**config.mk**
```make
export PLATFORM = sky130hd
export DESIGN_NAME = phi_bus_front
export DESIGN_NICKNAME = d
export VERILOG_FILES = /design/src/rtl/phi_bus_pkg.sv /design/src/rtl/phi_addr_capture.sv /design/src/rtl/phi_strobe_decode.sv /design/src/rtl/phi_reg_bank.sv /design/src/rtl/phi_bus_front.sv
export SDC_FILE = /design/constraint.sdc
export NUM_CORES = 1
export LEC_CHECK = 0
export BUFFER_PORTS_ARGS = -buffer_cell sky130_fd_sc_hd__buf_4
export CORE_ASPECT_RATIO = 1.75
export CORE_MARGIN = 1.5
export CORE_UTILIZATION = 35
export CTS_BUF_LIST = sky130_fd_sc_hd__clkbuf_4
export DETAILED_ROUTE_END_ITERATION = 10
export PLACE_DENSITY = 0.51
export SYNTH_ARGS = -nofsm -noshare
export SYNTH_HDL_FRONTEND = slang
export SYNTH_HIERARCHICAL = 1
export SYNTH_SLANG_ARGS = --single-unit
export TNS_END_PERCENT = 1
```
**constraint.sdc**
```tcl
create_clock -name clk -period 2.7 [get_ports clk]
set_input_delay 0.27 -clock clk [delete_from_list [all_inputs] [get_ports clk]]
set_output_delay 0.27 -clock clk [all_outputs]
set_load 0.01 [all_outputs]
```
**src/rtl/phi_bus_pkg.sv**
```systemverilog
`timescale 1ns/1ps
package phi_bus_pkg;
   typedef enum logic {
      LATCH_EDGE = 1'b0,
      LATCH_QUAL = 1'b1
   } latch_mode_e;

   localparam int DEF_NUM_REGS = 16;
   localparam int DEF_DATA_W   = 8;
   localparam int DEF_SR_REG   = 10;
   localparam int DEF_IFR_REG  = 13;
   localparam int DEF_SR_BIT   = 2;
endpackage

```
**src/rtl/phi_addr_capture.sv**
```systemverilog
`timescale 1ns/1ps
module phi_addr_capture #(
   parameter int RS_W = 4,
   parameter phi_bus_pkg::latch_mode_e MODE = phi_bus_pkg::LATCH_EDGE
) (
   input  logic            clk,
   input  logic            rst_n,
   input  logic            phi2,
   input  logic            sel_now,
   input  logic [RS_W-1:0] rsel,
   input  logic            rd_nwr,
   output logic            start,
   output logic            phase_hi,
   output logic            cyc_sel,
   output logic            cyc_rnw,
   output logic [RS_W-1:0] cyc_addr
);
   logic            sel_low;
   logic [RS_W-1:0] addr_at_rise;
   logic            rise;

   assign rise = phi2 & ~phase_hi;

   generate
      if (MODE == phi_bus_pkg::LATCH_QUAL) begin : g_qual
         logic [RS_W-1:0] addr_hold;
         always_ff @(posedge clk) begin
            if (!rst_n)
               addr_hold <= '0;
            else if (!phi2 && sel_now)
               addr_hold <= rsel;
         end
         assign addr_at_rise = sel_now ? rsel : addr_hold;
      end else begin : g_edge
         assign addr_at_rise = rsel;
      end
   endgenerate

   always_ff @(posedge clk) begin
      if (!rst_n) begin
         phase_hi <= 1'b0;
         start    <= 1'b0;
         sel_low  <= 1'b0;
         cyc_sel  <= 1'b0;
         cyc_rnw  <= 1'b1;
         cyc_addr <= '0;
      end else begin
         phase_hi <= phi2;
         start    <= rise;
         if (rise)
            sel_low <= 1'b0;
         else if (!phi2 && sel_now)
            sel_low <= 1'b1;
         if (rise) begin
            cyc_sel  <= sel_low | sel_now;
            cyc_rnw  <= rd_nwr;
            cyc_addr <= addr_at_rise;
         end
      end
   end
endmodule

```
**src/rtl/phi_strobe_decode.sv**
```systemverilog
`timescale 1ns/1ps
module phi_strobe_decode #(
   parameter int NUM_REGS = 16,
   localparam int RS_W = $clog2(NUM_REGS)
) (
   input  logic                start,
   input  logic                cyc_sel,
   input  logic                cyc_rnw,
   input  logic [RS_W-1:0]     cyc_addr,
   output logic [NUM_REGS-1:0] wr_stb,
   output logic [NUM_REGS-1:0] rd_stb
);
   logic wr_en, rd_en;
   assign wr_en = start & cyc_sel & ~cyc_rnw;
   assign rd_en = start & cyc_sel &  cyc_rnw;

   for (genvar i = 0; i < NUM_REGS; i++) begin : g_dec
      logic hit;
      assign hit       = (cyc_addr == RS_W'(i));
      assign wr_stb[i] = wr_en & hit;
      assign rd_stb[i] = rd_en & hit;
   end
endmodule

```
**src/rtl/phi_reg_bank.sv**
```systemverilog
`timescale 1ns/1ps
module phi_reg_bank #(
   parameter int NUM_REGS = 16,
   parameter int DATA_W   = 8,
   parameter int SR_REG   = 10,
   parameter int IFR_REG  = 13,
   parameter int SR_BIT   = 2,
   localparam int RS_W = $clog2(NUM_REGS)
) (
   input  logic                clk,
   input  logic                rst_n,
   input  logic [NUM_REGS-1:0] wr_stb,
   input  logic [NUM_REGS-1:0] rd_stb,
   input  logic [DATA_W-1:0]   din,
   input  logic [RS_W-1:0]     rd_addr,
   input  logic                rd_oe,
   input  logic                sr_event,
   output logic [DATA_W-1:0]   dout,
   output logic                irq_sr
);
   logic [DATA_W-1:0] bank [NUM_REGS];
   logic              sr_clr;

   assign sr_clr = wr_stb[SR_REG] | rd_stb[SR_REG];

   always_ff @(posedge clk) begin
      if (!rst_n)
         irq_sr <= 1'b0;
      else if (sr_event)
         irq_sr <= 1'b1;
      else if (sr_clr)
         irq_sr <= 1'b0;
   end

   for (genvar i = 0; i < NUM_REGS; i++) begin : g_reg
      if (i == IFR_REG) begin : g_flag
         logic [DATA_W-1:0] flag_view;
         always_comb begin
            flag_view         = '0;
            flag_view[SR_BIT] = irq_sr;
         end
         assign bank[i] = flag_view;
      end else begin : g_store
         logic [DATA_W-1:0] q;
         always_ff @(posedge clk) begin
            if (!rst_n)
               q <= '0;
            else if (wr_stb[i])
               q <= din;
         end
         assign bank[i] = q;
      end
   end

   assign dout = rd_oe ? bank[rd_addr] : '0;
endmodule

```
**src/rtl/phi_bus_front.sv**
```systemverilog
`timescale 1ns/1ps
module phi_bus_front #(
   parameter int NUM_REGS = phi_bus_pkg::DEF_NUM_REGS,
   parameter int DATA_W   = phi_bus_pkg::DEF_DATA_W,
   parameter int SR_REG   = phi_bus_pkg::DEF_SR_REG,
   parameter int IFR_REG  = phi_bus_pkg::DEF_IFR_REG,
   parameter int SR_BIT   = phi_bus_pkg::DEF_SR_BIT,
   parameter phi_bus_pkg::latch_mode_e LATCH_MODE = phi_bus_pkg::LATCH_EDGE,
   localparam int RS_W = $clog2(NUM_REGS)
) (
   input  logic                clk,
   input  logic                rst_n,
   input  logic                phi2,
   input  logic                cs_hi,
   input  logic                cs_lo_n,
   input  logic [RS_W-1:0]     rsel,
   input  logic                rd_nwr,
   input  logic [DATA_W-1:0]   din,
   output logic [DATA_W-1:0]   dout,
   output logic                doe,
   output logic [NUM_REGS-1:0] wr_stb,
   output logic [NUM_REGS-1:0] rd_stb,
   input  logic                sr_event,
   output logic                irq_sr
);
   initial begin
      assert ((1 << RS_W) == NUM_REGS && NUM_REGS >= 2)
         else $fatal(1, "register count must be a power of two");
      assert (SR_REG < NUM_REGS && IFR_REG < NUM_REGS && SR_REG != IFR_REG)
         else $fatal(1, "special register index out of range");
      assert (SR_BIT < DATA_W)
         else $fatal(1, "flag bit outside data width");
   end

   logic            sel_now;
   logic            start, phase_hi, cyc_sel, cyc_rnw;
   logic [RS_W-1:0] cyc_addr;

   assign sel_now = cs_hi & ~cs_lo_n;

   phi_addr_capture #(.RS_W(RS_W), .MODE(LATCH_MODE)) cap_i (
      .clk(clk), .rst_n(rst_n), .phi2(phi2), .sel_now(sel_now),
      .rsel(rsel), .rd_nwr(rd_nwr), .start(start), .phase_hi(phase_hi),
      .cyc_sel(cyc_sel), .cyc_rnw(cyc_rnw), .cyc_addr(cyc_addr)
   );

   phi_strobe_decode #(.NUM_REGS(NUM_REGS)) dec_i (
      .start(start), .cyc_sel(cyc_sel), .cyc_rnw(cyc_rnw),
      .cyc_addr(cyc_addr), .wr_stb(wr_stb), .rd_stb(rd_stb)
   );

   assign doe = phase_hi & cyc_sel & cyc_rnw;

   phi_reg_bank #(
      .NUM_REGS(NUM_REGS), .DATA_W(DATA_W), .SR_REG(SR_REG),
      .IFR_REG(IFR_REG), .SR_BIT(SR_BIT)
   ) bank_i (
      .clk(clk), .rst_n(rst_n), .wr_stb(wr_stb), .rd_stb(rd_stb),
      .din(din), .rd_addr(cyc_addr), .rd_oe(doe), .sr_event(sr_event),
      .dout(dout), .irq_sr(irq_sr)
   );
endmodule

```
# Yosys cells after proc, flatten, opt, wreduce, memory -nomap -nowiden
# Cells that the tools add are included.
# Widths: inputs -> output; s select.
[totals]
regBits = 130
output_inout_bits = 42
word_cells = 95
[op_classes]
order_cmp = 1
n_eq_ne = 15
n_mux = 6
n_bitwise = 46
reduce_logical = 5
[ops]
columns = ["cell", "n"]
rows = [
  ["$and 1x1->1", 39],
  ["$bmux 8 s4", 1],
  ["$eq 4x4->1 const B", 8],
  ["$mux 8", 3],
  ["$eq 4x3->1 const B", 4],
  ["$eq 4x2->1 const B", 2],
  ["$ge 5x5->1 const B", 1],
  ["$not 4->5", 1],
  ["$eq 4x1->1 const B", 1],
  ["$logic_not 4->1", 1],
  ["$not 1->1", 4],
  ["$mux 1", 2],
  ["$or 1x1->1", 2],
  ["$reduce_bool 2->1", 1],
  ["$reduce_or 2->1", 1],
  ["$logic_and 1x1->1", 1],
  ["$logic_not 1->1", 1],
]

# Logic depth before layout (Yosys ltp)
[depth]
depth_word = 6
depth_mapped = 7
mapped_depth_nobuf = 5

# Modules after synthesis
# Netlist, hierarchy kept.
[by_module_without_submodules]
columns = ["mod", "n_inst", "cells_per_inst", "area_per_inst_um2", "seq_area_each_um2"]
rows = [
  ["phi_reg_bank", 1, 522, 5661.7, 2422.3],
  ["phi_strobe_decode", 1, 50, 347.8, 0.0],
  ["phi_addr_capture", 1, 34, 319.1, 180.2],
  ["phi_bus_front", 1, 2, 12.5, 0.0],
]

# Worst setup path before layout
# Ideal clock, no wire load.
[synth_timing]
path_type = "reg-to-reg"
from = "register cap_i.cyc_addr[1]"
to = "register bank_i.g_reg[5].g_store.q[0]"
t_arrival_ns = 1.799
required_time_ns = 2.584
setup_slack_ns = 0.785
stages_incl_launch_ff = 7
n_path_buf = 2
synth_period_minus_slack_ns = 1.915
path_cell_list = "dfxtp_1 > nand3b_4 > buf_2 > nor3_1 > clkbuf_1 > mux2i_1 > nor2b_1"
[synth_via]
elab_chain_cells = 2
[synth_rtl]
columns = ["item", "line_no", "source"]
rows = [
  ["start, declared", "phi_addr_capture.sv:16", "output logic [RS_W-1:0] cyc_addr"],
  ["start signal, assigned", "phi_addr_capture.sv:57", "cyc_addr <= addr_at_rise;"],
  ["$eq 4x3->1", "phi_strobe_decode.sv:19", "assign hit = (cyc_addr == RS_W'(i));"],
  ["$and 1x1->1", "phi_strobe_decode.sv:20", "assign wr_stb[i] = wr_en & hit;"],
  ["via wr_stb[5]", "phi_bus_front.sv:21", "output logic [NUM_REGS-1:0] wr_stb,"],
  ["end signal, assigned", "phi_reg_bank.sv:49", "q <= din;"],
  ["end, declared", "phi_reg_bank.sv:44", "logic [DATA_W-1:0] q;"],
]
# The timed path passes the listed nets, and every way through them passes these cells.
# A chain may end at the register's enable or synchronous reset.

# Worst setup path after layout
[layout_timing]
from = "register cap_i.cyc_addr[0]"
to = "output dout[7]"
[layout_via]
elab_chain_cells = 5
[layout_rtl]
columns = ["item", "line_no", "source"]
rows = [
  ["$not 4->5 (not written as such)", "phi_reg_bank.sv:55", "assign dout = rd_oe ? bank[rd_addr] : '0;"],
  ["$bmux 8 s4", "phi_reg_bank.sv:55", ""],
  ["$mux 8 (not written as such) (2 in series)", "phi_reg_bank.sv:55", ""],
  ["$mux 8", "phi_reg_bank.sv:55", ""],
  ["end, declared", "phi_bus_front.sv:19", "output logic [DATA_W-1:0] dout,"],
]
# No other way between the ends. The select of a mux whose other input is x is not followed.

==> reports/results.txt <==
Synth-to-Final Area Change - 19.34%
Final instance count without filler cells - 918
Cell Int Power - 2863 uW
Post-placement cell count - 877
Total number of vias - 4,563
I/O Buffers - 60
Hold Crit Class - input port to register
Nets@finish - 689
Post-Route Utilization - 42.29%
Seq/Total Area, Yosys - 41.04%
Clock buffer depth - 2
CTS tree - yes
Share of post-route cells with drive strength above 1 - 24.01%
DR iter-0 viols - 164
R2R setup slack - 630 ps
Top_reg_cell synth - dfxtp_1
CTS buffer count - 17
Sw Share - 24.56%
Total grt overflow - 0
Period utilisation layout - 96.83%
Synthesized area per cell - 10.43 um2
Crit-path max FO - 23
Vias in the first global route - 4,741
Routability Congestion - 0.7871
Critical path, cell by cell - mux4_1 > mux2i_1 > o22ai_1 > buf_4
Area share of the largest cell type after synthesis - 41.04%
Synth Cell Area - 6341 um2
Core area - 17,890 um2
Critical Path RT - 2430 ps
Critical R2R Capture - bank_i/g_reg[6].g_store.q[3]
Most frequent cells in the layout - 152 x mux2i_1, 127 x dfxtp_1, 125 x nor2b_1, 87 x buf_4, 25 x nand2_1
Clk sink count - 130
Final Hold Viols - 0
Power Density - 501.5 nW/um2
Antenna violations before repair - 1
Drt total wl - 17,830 um
Full die area - 18,970 um2
CP Launch Type - register
Clock share of power - 41.6%
Final Cell Area - 7567 um2
Die height - 181.1 um
Crit path arrival time - 2340 ps
Htree depth - 4
Area leader, netlist - dfxtp_1
Hold Path End - bank_i/g_reg[5].g_store.q[3]
Routed len/inst - 19.42 um
Largest net degree at the start of global routing - 95
Crit. End Element - output pin
Fmax - 382.5 MHz
Syn nets - 627
Die W - 104.8 um
Rows - 65
Clock Pin Slew Worst Setup and Hold Paths - 130 ps
Comb pwr share - 7.0%
Root Buffer - clkbuf_4
DP Wirelength - 12,050 um
Ys async rst share - 0%
Insertion delay to the later sink of the worst-skew pair - 540 ps
Slew Limit Fails - 0
DRT Pass-1 Iters - 4
Worst Hold Launch - din[3]
Post-synthesis instance total - 608
Fin Hold WS - 143.6 ps
Dpl cell area - 7058 um2
I/O pins - 61
Slowest cell delay on critical path - 670 ps
Status - finished, final reports clean
Synth warnings - 6
Minimum clock period - 2614 ps
Initial Util - 35.44%
Cell count of the worst reg-to-reg path - 7
Post-synth EDFFs - 0
Hold Crit Depth - 3
Synth area leaders - dfxtp_1 41%, mux2i_1 24%, nor2b_1 12%
Part of the power in registers - 51.4%
Most common cell after layout, fill and taps aside - mux2i_1
Clock skew - 19.25 ps
Max_slew headroom - 47.27%
Routed Antenna Nets - 0
Final setup vio count - 0
First-pass GRT wire length - 27,610 um
Kind of critical path - register to output pin
Avg Vias per Cell - 4.971
Slew @ Worst Pin - 791.0 ps
Drt drc - 0
Crit-path slowest cell - dfxtp_4
Max IR drop VDD - 0.2829 mV
Yosys reg bits - 130
Reg-to-reg startpoint - cap_i/cyc_addr[0]
RSZ-0062 raised after global routing - true
Leakage power - 0.002445 uW
Net Sw Power - 931.9 uW
Cell variety after synth - 47
Max Cap Viol - 0
Gr usage total - 19.31%
## cells in the mapped netlist, types with 2 or more instances
| library cell | number |
|---|---|
| o211ai_1 | 6 |
| a22oi_1 | 2 |
| a21boi_1 | 4 |
| nor4_1 | 5 |
| buf_4 | 6 |
| a21oi_1 | 7 |
| nand4bb_1 | 2 |
| mux2_2 | 6 |
| o221ai_1 | 4 |
| nor3b_1 | 2 |
| nand3_1 | 6 |
| o2bb2ai_1 | 2 |
| nand2b_1 | 4 |
| nor3_2 | 3 |
| buf_2 | 13 |
| mux4_1 | 5 |
| buf_12 | 2 |
| nor2b_1 | 125 |
| nor4_2 | 3 |
| buf_6 | 3 |
| mux2i_1 | 153 |
| clkbuf_1 | 31 |
| inv_1 | 2 |
| mux4_2 | 5 |
| nand2_1 | 25 |
| dfxtp_1 | 130 |
| and2_1 | 4 |
| nor2_1 | 8 |
| a221oi_1 | 6 |
| nor2_2 | 2 |
| o21ai_0 | 3 |
| nor3_1 | 14 |
## cell type report
cell class	count	area, um2
fill	1792	10320
multi-input combinational	421	3527
sequential	130	2609
timing repair buffer	98	785.8
tap	234	292.8
clock inverter	15	215.2
clock buffer	17	127.6
inverter	2	7.507
antenna	1	2.502
## power by group through the flow
stage	combinational (uW)	clock, uW	sequential (uW)
after detailed placement	246	0	2000
final	267	1580	1950
after global placement	246	0	2000
after global routing	286	1710	1950
after floorplan	171	0	1980
after CTS	257	1620	1960
## registers in the layout, indices dropped and copies added (netlist names)
signal and flops:
bank_i/g.g_store.q 120, cap_i/cyc_addr 4, bank_i/irq_sr 1, cap_i/cyc_rnw 1
cap_i/cyc_sel 1, cap_i/phase_hi 1, cap_i/sel_low 1, cap_i/start 1
## per-layer routing
metal | track usage, % | vias up | share of wire (%)
li1 | - | 2257 | -
met1 | 21.51 | 2195 | 41
met2 | 36.18 | 92 | 54
met3 | 3.608 | 19 | 2.5
met4 | 6.466 | 0 | 1.9
met5 | 0 | - | 0
## worst max path at each step
stage,start,to,cells past startpoint
detailed placement,cap_i/cyc_addr[0],wr_stb[4],3
finish,cap_i/cyc_addr[0],dout[7],4
CTS,cap_i/cyc_addr[0],dout[7],4
global placement,cap_i/cyc_addr[0],wr_stb[4],3
global route,cap_i/cyc_addr[0],dout[7],4
floorplan,cap_i/cyc_addr[1],bank_i/g_reg[5].g_store.q[0],6
## logic make-up (layout without fill, tap and decap cells)
family / after synthesis / count (layout) / share of synthesized area (%)
and+or+nand+nor: 213 / 213 / 20.60
muxes: 169 / 169 / 29.06
DFF: 130 / 130 / 41.04
buffers and inverters: 57 / 132 / 4.854
AOI/OAI and AO/OA: 39 / 39 / 4.439
other: 0 / 1 / 0
## per-stage QoR
step	worst slack [ps]	power, uW	setup TNS, ps
global placement	446.7	2243	0
CTS	-185.7	3832	-836.7
finish	85.69	3795	0
floorplan	784.8	2153	0
detailed placement	376.8	2244	0
global route	-65.94	3946	-198.4
## critical path: cells and delay by family (launching register included)
| kind | cells | cell delay, ps |
|---|---|---|
| mux | 2 | 840 |
| compound gates | 1 | 130 |
| flops | 1 | 670 |
| buf+inv | 1 | 170 |
## timing repair
item                                   in CTS  in global routing
setup endpoints to repair                  21                 16
endpoints found under the hold margin       7                  0
hold buffers                                7                  0
pin swaps                                   2                  0
resized for setup                           8                  7
buffers inserted                            0                  1
(Power assumes the default switching activity.)
